File: src/rtl/pageWritePkg.sv
`timescale 1ns/1ps
package pageWritePkg;

  // Strobes from the bus sequencer to the page datapath
  typedef struct packed {
    logic shiftBit;
    logic loadAddr;
    logic stageByte;
    logic clearMask;
    logic commitReset;
    logic commitStep;
  } pwStrobe_t;

  typedef enum logic [2:0] {
    ST_IDLE,
    ST_RECV,
    ST_ACK,
    ST_SKIP,
    ST_BUSY
  } pwState_t;

  typedef enum logic [1:0] {
    K_DEV,
    K_ADDR,
    K_DATA
  } pwKind_t;

endpackage

File: src/rtl/pageWriteDp.sv
`timescale 1ns/1ps
module pageWriteDp
  import pageWritePkg::*;
#(
  parameter int PAGE_BYTES = 16,
  parameter int SEL_W = 3,
  parameter logic [6:0] DEV_ID_BASE = 7'b1010_000
) (
  input  logic              clk,
  input  logic              rstN,
  input  pwStrobe_t         strobe,
  input  logic              sdaBit,
  input  logic [SEL_W-1:0]  selStrap,
  output logic              devMatch,
  output logic              anyValid,
  output logic              memWe,
  output logic [7:0]        memAddr,
  output logic [7:0]        memWdata
);

  localparam int ADDR_W = 8;
  localparam int OFF_W  = $clog2(PAGE_BYTES);
  localparam int PAGE_W = ADDR_W - OFF_W;
  localparam int IDX_W  = OFF_W + 1;

  logic [7:0]        shiftReg;
  logic [PAGE_W-1:0] pageBase;
  logic [OFF_W-1:0]  wrOff;
  logic [IDX_W-1:0]  commitIdx;
  logic [7:0]        pageLatch [PAGE_BYTES];
  logic              validMask [PAGE_BYTES];

  // Compare the received select byte, direction bit must be write (0)
  assign devMatch = (shiftReg == {DEV_ID_BASE[6:SEL_W], selStrap, 1'b0});

  always_ff @(posedge clk or negedge rstN) begin
    if (!rstN) begin
      shiftReg <= '0;
      pageBase <= '0;
      wrOff    <= '0;
    end else begin
      if (strobe.shiftBit) shiftReg <= {shiftReg[6:0], sdaBit};
      if (strobe.loadAddr) begin
        pageBase <= shiftReg[ADDR_W-1:OFF_W];
        wrOff    <= shiftReg[OFF_W-1:0];
      end else if (strobe.stageByte) begin
        wrOff <= wrOff + 1'b1;   // wraps inside the page
      end
    end
  end

  for (genvar g = 0; g < PAGE_BYTES; g++) begin : gLoc
    always_ff @(posedge clk or negedge rstN) begin
      if (!rstN) begin
        pageLatch[g] <= '0;
        validMask[g] <= 1'b0;
      end else if (strobe.stageByte && wrOff == OFF_W'(g)) begin
        pageLatch[g] <= shiftReg;
        validMask[g] <= 1'b1;
      end else if (strobe.clearMask) begin
        validMask[g] <= 1'b0;
      end
    end
  end

  always_comb begin
    anyValid = 1'b0;
    for (int i = 0; i < PAGE_BYTES; i++) anyValid = anyValid | validMask[i];
  end

  // Commit walker: one location per busy cycle
  always_ff @(posedge clk or negedge rstN) begin
    if (!rstN) begin
      commitIdx <= '0;
    end else if (strobe.commitReset) begin
      commitIdx <= '0;
    end else if (strobe.commitStep && commitIdx < IDX_W'(PAGE_BYTES)) begin
      commitIdx <= commitIdx + 1'b1;
    end
  end

  assign memWe    = strobe.commitStep && (commitIdx < IDX_W'(PAGE_BYTES))
                    && validMask[commitIdx[OFF_W-1:0]];
  assign memAddr  = {pageBase, commitIdx[OFF_W-1:0]};
  assign memWdata = pageLatch[commitIdx[OFF_W-1:0]];

endmodule

File: src/rtl/pageWriteFsm.sv
`timescale 1ns/1ps
module pageWriteFsm
  import pageWritePkg::*;
#(
  parameter int BUSY_CYCLES = 64
) (
  input  logic      clk,
  input  logic      rstN,
  input  logic      scl,
  input  logic      sdaIn,
  input  logic      devMatch,
  input  logic      anyValid,
  output pwStrobe_t strobe,
  output logic      busy,
  output logic      sdaDriveLow
);

  localparam int CNT_W = $clog2(BUSY_CYCLES + 1);

  pwState_t         state, stateN;
  pwKind_t          kind, kindN;
  logic [3:0]       bitCnt, bitCntN;
  logic [CNT_W-1:0] busyCnt, busyCntN;
  logic             sclQ, sdaQ;
  logic             sclRise, sclFall, startSeen, stopSeen;

  assign sclRise   = scl & ~sclQ;
  assign sclFall   = ~scl & sclQ;
  assign startSeen = scl & sclQ & sdaQ & ~sdaIn;
  assign stopSeen  = scl & sclQ & ~sdaQ & sdaIn;

  always_comb begin
    stateN   = state;
    kindN    = kind;
    bitCntN  = bitCnt;
    busyCntN = busyCnt;
    strobe   = '0;
    if (state == ST_BUSY) begin
      strobe.commitStep = 1'b1;
      busyCntN = busyCnt + 1'b1;
      if (busyCnt == CNT_W'(BUSY_CYCLES - 1)) begin
        stateN           = ST_IDLE;
        busyCntN         = '0;
        strobe.clearMask = 1'b1;
      end
    end else if (startSeen) begin
      stateN           = ST_RECV;
      kindN            = K_DEV;
      bitCntN          = '0;
      strobe.clearMask = 1'b1;
    end else if (stopSeen) begin
      if (state == ST_RECV && kind == K_DATA && bitCnt <= 4'd1 && anyValid) begin
        stateN             = ST_BUSY;
        busyCntN           = '0;
        strobe.commitReset = 1'b1;
      end else begin
        stateN           = ST_IDLE;
        strobe.clearMask = 1'b1;
      end
    end else begin
      case (state)
        ST_RECV: begin
          if (sclRise && bitCnt < 4'd8) begin
            strobe.shiftBit = 1'b1;
            bitCntN = bitCnt + 1'b1;
          end else if (sclFall && bitCnt == 4'd8) begin
            case (kind)
              K_DEV:   stateN = devMatch ? ST_ACK : ST_SKIP;
              K_ADDR:  begin strobe.loadAddr = 1'b1;  stateN = ST_ACK; end
              default: begin strobe.stageByte = 1'b1; stateN = ST_ACK; end
            endcase
          end
        end
        ST_ACK: begin
          if (sclFall) begin
            stateN  = ST_RECV;
            bitCntN = '0;
            kindN   = (kind == K_DEV) ? K_ADDR : K_DATA;
          end
        end
        default: ;
      endcase
    end
  end

  always_ff @(posedge clk or negedge rstN) begin
    if (!rstN) begin
      state   <= ST_IDLE;
      kind    <= K_DEV;
      bitCnt  <= '0;
      busyCnt <= '0;
      sclQ    <= 1'b1;
      sdaQ    <= 1'b1;
    end else begin
      state   <= stateN;
      kind    <= kindN;
      bitCnt  <= bitCntN;
      busyCnt <= busyCntN;
      sclQ    <= scl;
      sdaQ    <= sdaIn;
    end
  end

  assign busy        = (state == ST_BUSY);
  assign sdaDriveLow = (state == ST_ACK);

endmodule

File: src/rtl/pageWriteCtl.sv
`timescale 1ns/1ps
module pageWriteCtl
  import pageWritePkg::*;
#(
  parameter int PAGE_BYTES = 16,
  parameter int BUSY_CYCLES = 64,
  parameter int SEL_W = 3,
  parameter logic [6:0] DEV_ID_BASE = 7'b1010_000
) (
  input  logic             clk,
  input  logic             rstN,
  input  logic             scl,
  input  logic             sdaIn,
  input  logic [SEL_W-1:0] selStrap,
  output logic             sdaDriveLow,
  output logic             busy,
  output logic             memWe,
  output logic [7:0]       memAddr,
  output logic [7:0]       memWdata
);

  pwStrobe_t strobe;
  logic      devMatch;
  logic      anyValid;

  pageWriteFsm #(.BUSY_CYCLES(BUSY_CYCLES)) uFsm (
    .clk(clk), .rstN(rstN), .scl(scl), .sdaIn(sdaIn),
    .devMatch(devMatch), .anyValid(anyValid),
    .strobe(strobe), .busy(busy), .sdaDriveLow(sdaDriveLow)
  );

  pageWriteDp #(
    .PAGE_BYTES(PAGE_BYTES), .SEL_W(SEL_W), .DEV_ID_BASE(DEV_ID_BASE)
  ) uDp (
    .clk(clk), .rstN(rstN), .strobe(strobe), .sdaBit(sdaIn),
    .selStrap(selStrap), .devMatch(devMatch), .anyValid(anyValid),
    .memWe(memWe), .memAddr(memAddr), .memWdata(memWdata)
  );

endmodule

File: config.mk
export PLATFORM = sky130hd
export DESIGN_NAME = pageWriteCtl
export DESIGN_NICKNAME = d
export VERILOG_FILES = /design/src/rtl/pageWritePkg.sv /design/src/rtl/pageWriteDp.sv /design/src/rtl/pageWriteFsm.sv /design/src/rtl/pageWriteCtl.sv
export SDC_FILE = /design/constraint.sdc
export NUM_CORES = 1
export LEC_CHECK = 0
export BUFFER_PORTS_ARGS = -buffer_cell sky130_fd_sc_hd__buf_2
export CAP_MARGIN = 10
export CORE_UTILIZATION = 60
export CTS_BUF_LIST = sky130_fd_sc_hd__clkbuf_8 sky130_fd_sc_hd__clkbuf_16
export CTS_CLUSTER_DIAMETER = 60
export CTS_CLUSTER_SIZE = 10
export DETAILED_ROUTE_END_ITERATION = 12
export GPL_TIMING_DRIVEN = 0
export PLACE_DENSITY = 0.77
export SYNTH_ARGS = -nofsm -noshare
export SYNTH_HDL_FRONTEND = slang
export SYNTH_SLANG_ARGS = --single-unit
File: constraint.sdc
create_clock -name clk -period 5.7 [get_ports clk]
set_clock_uncertainty 0.15 [all_clocks]
set_input_delay 0.57 -clock clk [delete_from_list [all_inputs] [get_ports clk]]
set_output_delay 0.57 -clock clk [all_outputs]
set_load 0.05 [all_outputs]
# == Word-level counts from Yosys, hierarchy flattened ==
# Index checks and enable logic that the tools add are counted.
# op_classes
add_sub_neg,4
magnitude_cmp,4
eq_ne,31
muxes,71
bitwise,28
n_reduce_logical,54
# op_table
cell,count
$reduce_bool 2->1,22
$mux 3,13
$eq 4x4->1 const B,9
$mux 7,5
$bmux 8 s4,1
$mux 1,31
$mux 4,6
$logic_and 1x1->1,23
$eq 4x3->1 const B,4
$mux 2,8
$mux 8,2
$or 1x1->1,15
$mux 5,2
$ne 5x3->1 const B,2
$reduce_and 5->1,2
$add 4x1->4 const B,2
$eq 4x2->1 const B,2
$eq 8x8->1,1
$pmux 4 s2,1
$add 7x1->7 const B,1
$and 1x1->1,7
$eq 7x6->1 const B,1
$pmux 3 s2,1
$add 5x1->5 const B,1
25 further kinds,30
# word_totals
register_bits,183
out_inout_bits,19

# == Depth between registers and ports, before layout ==
# logic_depth
ltp_word,22
mapped_depth,8
depth_no_buf,6

# == Cells and area by module ==
# Synthesis repeated with hierarchy kept, for this count alone.
# unflattened
cells_unflattened,643
area_unflattened_um2,8802.2
# by_module_without_submodules
mod,instances,cells_each,area_per_inst_um2,seq_area_each_um2
pageWriteDp,1,519,7583.5,4129.0
pageWriteFsm,1,124,1218.7,452.9

# == Worst setup path before layout ==
# Ideal clock, no wire load.
# synth_path
kind,flip-flop to flip-flop
from,register uFsm.state[0]
to,register uFsm.bitCnt[0]
setup_time_ns,0.125
t_arrival_ns,2.854
slack_ns,2.571
stages_incl_launch_ff,5
n_path_buf,0
period_less_slack_ns,3.129
path_cell_list,dfrtp_1 -> nor3b_1 -> nand2_1 -> a21o_1 -> mux2_2
# synth_via
elab_chain_cells,4
word_cells_on_any_way,11
cone_classes,eq/ne (5); mux (3); bitwise (1); reduce/logical (2)
# synth_lines
item,line_no,rtl
from (decl),pageWriteFsm.sv:20,"pwState_t state, stateN;"
from (signal assigned),pageWriteFsm.sv:95,state <= stateN;
$eq 3x2->1 (*),-,
via sdaDriveLow,pageWriteCtl.sv:15,"output logic sdaDriveLow,"
$pmux 4 s2,pageWriteFsm.sv:61,case (state)
$mux 4,pageWriteFsm.sv:51,end else if (stopSeen) begin
$mux 4,pageWriteFsm.sv:46,end else if (startSeen) begin
to (signal assigned),pageWriteFsm.sv:97,bitCnt <= bitCntN;
to (decl),pageWriteFsm.sv:22,"logic [3:0] bitCnt, bitCntN;"
# Mark *: on every way through the listed nets, which the timed path passes. The rest lies on a longest branch. The select of a mux whose other input is x is not followed.
# A chain may end at the register's enable or synchronous reset.

# == Final worst setup path ==
# layout_path
from,register uDp.commitIdx[1]
to,output port memWdata[0]
# layout_via
elab_chain_cells,4
# layout_lines
item,line_no,rtl
from (decl),pageWriteDp.sv:29,logic [IDX_W-1:0] commitIdx;
from (signal assigned),pageWriteDp.sv:78,commitIdx <= commitIdx + 1'b1;
$not 4->5 (not written as such),pageWriteDp.sv:85,assign memWdata = pageLatch[commitIdx[OFF_W-1:0]];
$bmux 8 s4,pageWriteDp.sv:85,
$mux 8 (not written as such) (2 in a row),pageWriteDp.sv:85,
to (decl),pageWriteCtl.sv:19,output logic [7:0] memWdata
# No other way between the ends. The select of a mux whose other input is x is not followed.

==> flow_summary.toml <==
[run_status]
status = "complete, no violations"

[job]
maxCapViolCount = 0

[timing]
final_hold_viol_count = 0
worst_slew_pin_slew_ns = 1.33
fin_ws_ns = 1.53
fin_crit_ns = 4.17
period_share_pct = 73.1
report.final.slew_viol_count = 0
rsz0062_at_grt = "false"
finalSetupViolCount = 0
fmax_mhz = 240
slew_headroom_pct = 10.6
setup_tns_ns = 0

[setup_path]
r2r_setup_slack_ns = 2.47
reg2reg_depth = 8
crit_fanout = 10
r2r-start = "uFsm.bitCnt[0]"
rr_endpoint = "uDp.pageLatch[110]"
cp.required_ns = 4.98
crit_slowest_cell = "clkbuf_1"
cp_top_family = "buffers and inverters"
worstPathBufferInverterCount = 3
cpPeakStageDelay_ns = 0.81
arrival_ns = 3.45
startpoint_type = "register"
crit_type = "reg2out"
worst_setup_path_end_kind = "primary output"
cp_common_cell = "clkbuf_1"
path_cells = "clkbuf_1, clkbuf_1, mux4_2, a22oi_1, nand2_1, buf_2"

[detailed_routing]
drtIter0Drc = 626
drt-pass1-iter-count = 5
via_per_inst = 6.62
remaining_drc_errors = 0
ant_nets = 0
finalWirelength_microns = 22200
vias = 6119
avgRoutedWirePerCell_microns = 24.0

[layout]
layout-drive-gt1-share_pct = 36.8
area_delta_synth_final_pct = 12.2
final_cell_mix = "dfrtp_1 (181), mux2_2 (139), mux2i_1 (33)"
mostFrequentLayoutCell = "dfrtp_1"
nets = 747
num_antenna_cells = 0

[clock_network]
insertion_delay_ns = 0.44
cts_sinks = 183
ctsResizeCount = 0
cts.path.max_buffers = 2
htreeDepth = 4
clockRootBuffer = "clkbuf_16"
cts_tree = "done"
cts_buffers = 17
post_cts_buffers = 0
clkTransAtPathRegs_ns = 0.07

[synth]
yosysTopAreaCellShare_pct = 50.5
async_flop_share_pct = 100
synthXorXnorAreaFrac_pct = 0.488
synth-main-ff-cell = "dfrtp_1"
synth_top_family_by_area = "multiplexers"
yosys.area_share.adder_pct = 1.40
synth-simple-area-share_pct = 9.28
avgSynthCellArea_sq_um = 13.3
yosys.area.top_type = "dfrtp_1"
synthesis.nets = 692
ys_seq_area_share_pct = 51.1
synth_area_leaders = "dfrtp_1 (51%), mux2_2 (17%), mux4_2 (5.3%)"
synth_warnings = 0
synthCells = 675
synth_edf_count = 0
ys_types = 67
synth_compound_area_share_pct = 8.18
netlist_area_sq_um = 8960
ys_seq_elements = 183
muxShareOfSynthArea_pct = 26.5

[die]
dieHeight_microns = 124
rows = 44
dieArea_sq_um = 15400
die_width_microns = 124
core_sq_um = 14500
start_util_pct = 61.7
ios = 26

[power_and_ir_drop]
p_leak_uw = 0.00493
ir_drop_uv = 290
clkPwrFrac_pct = 39.3
comb_power_share_pct = 12.9
cellPowerDensity_nw_per_um2 = 287
netSwitchingPower_uw = 804
intPower_uw = 2080
netSwitchingFraction_pct = 27.8
pwr-share-seq_pct = 47.8
power_uw = 2890

[worst_hold_path]
hold_depth = 1
hold_end = "uFsm.sclQ"
hp-start = "scl"
min_path_type = "in2reg"

[placement]
post-dp-hpwl_microns = 15000
gp_congestion = 0.893
dp_slack_ns = 2.08
io_buffers = 25

[global_routing]
grt_use_total_pct = 30.8
grt_pass1_wl_microns = 35800
antenna_found_initial = 0
grt_pass1_vias = 6400
grt_max_degree = 125
grt.overflow.total = 0
cells by family (layout without fill, tap and decap cells):
family	count (synthesis)	after routing
mux	194	194
flops	183	183
simple gates	123	123
compound gates	97	97
buf+inv	63	128
fa+ha+maj	10	10
xor+xnor	5	5
worst register-to-register path: stages (launching register included):
cell,delay (ns)
dfrtp_1,0.43
inv_1,0.10
ha_1,0.19
nand4bb_1,0.13
clkbuf_1,0.21
or3_1,0.33
buf_2,0.21
nor4_4,0.95
mux2_2,0.43
layout make-up:
cell class / instances / area (sq um)
clock inverters: 12 / 133
fillers: 1013 / 4470
repair buffers: 36 / 263
inverters: 13 / 48.8
plain buffers: 50 / 220
well taps: 184 / 230
clock buffers: 17 / 425
flip-flops and latches: 183 / 4580
multi-input cells: 429 / 4160
registers in the layout (all words and copies together), names as in the netlist:
register / cells
uDp.commitIdx: 5
uDp.wrOff: 4
uFsm.busyCnt: 7
uDp.shiftReg: 8
uFsm.sdaQ: 1
uDp.pageBase: 4
uFsm.sclQ: 1
uDp.validMask: 16
uFsm.bitCnt: 4
uFsm.kind: 2
uFsm.state: 3
uDp.pageLatch: 128
metrics by stage:
| step | area, sq um | utilization (%) | hold WS [ns] | instances |
|---|---|---|---|---|
| 6_report | 10100 | 69.2 | 0.119 | 924 |
| 5_1_grt | 10100 | 69.2 | 0.111 | 924 |
| 4_1_cts | 10100 | 69.2 | 0.110 | 923 |
| 3_5_place_dp | 9480 | 65.3 | 0.325 | 893 |
| 3_3_place_gp | 9320 | 64.1 | 0.313 | 884 |
| 2_1_floorplan | 8960 | - | 0.124 | 675 |
layer usage:
layer	up-vias	track usage (%)	wire, microns
li1	2647	-	-
met1	3190	40.5	9260
met2	228	49.8	11000
met3	54	7.03	1360
met4	0	11.8	557
met5	-	0	0
cell usage after synthesis (all sizes together) (3+ instances only):
library cell,instances
and2,4
ha,10
xor2,4
nor4,23
o22ai,3
nand4,3
o21ai,21
nand2b,7
or3,3
inv,12
a31oi,4
clkbuf,29
mux4,21
buf,21
mux2,140
dfrtp,181
nor2,9
a211oi,3
nand3,11
a221oi,17
nand2,32
mux2i,33
a21oi,6
a22oi,8
nor3,5
nor2b,6
a31o,16
worst max-delay path by stage:
stage / startpoint / endpoint / cells past startpoint
global placement: rstN / uDp.pageLatch[37] / 1
detailed placement: uDp.commitIdx[1] / memWdata[0] / 6
global route: uDp.commitIdx[1] / memWdata[6] / 6
CTS: uDp.commitIdx[1] / memWdata[0] / 6
floorplan: uFsm.state[0] / uFsm.bitCnt[0] / 4
finish: uDp.commitIdx[1] / memWdata[0] / 6
timing repair:
| item | CTS | global route |
|---|---|---|
| hold endpoints to repair | 57 | 0 |
| setup endpoints to repair | 0 | 0 |
| hold buffers | 1 | 0 |
power by group through the flow:
stage	clock (uW)	sequential, uW	combinational [uW]
after floorplan	0	1390	224
after global placement	0	1400	340
after detailed placement	0	1400	366
after CTS	1150	1380	368
after global routing	1200	1390	410
final	1130	1380	371
No activity file was read; power rests on OpenSTA's default activity.
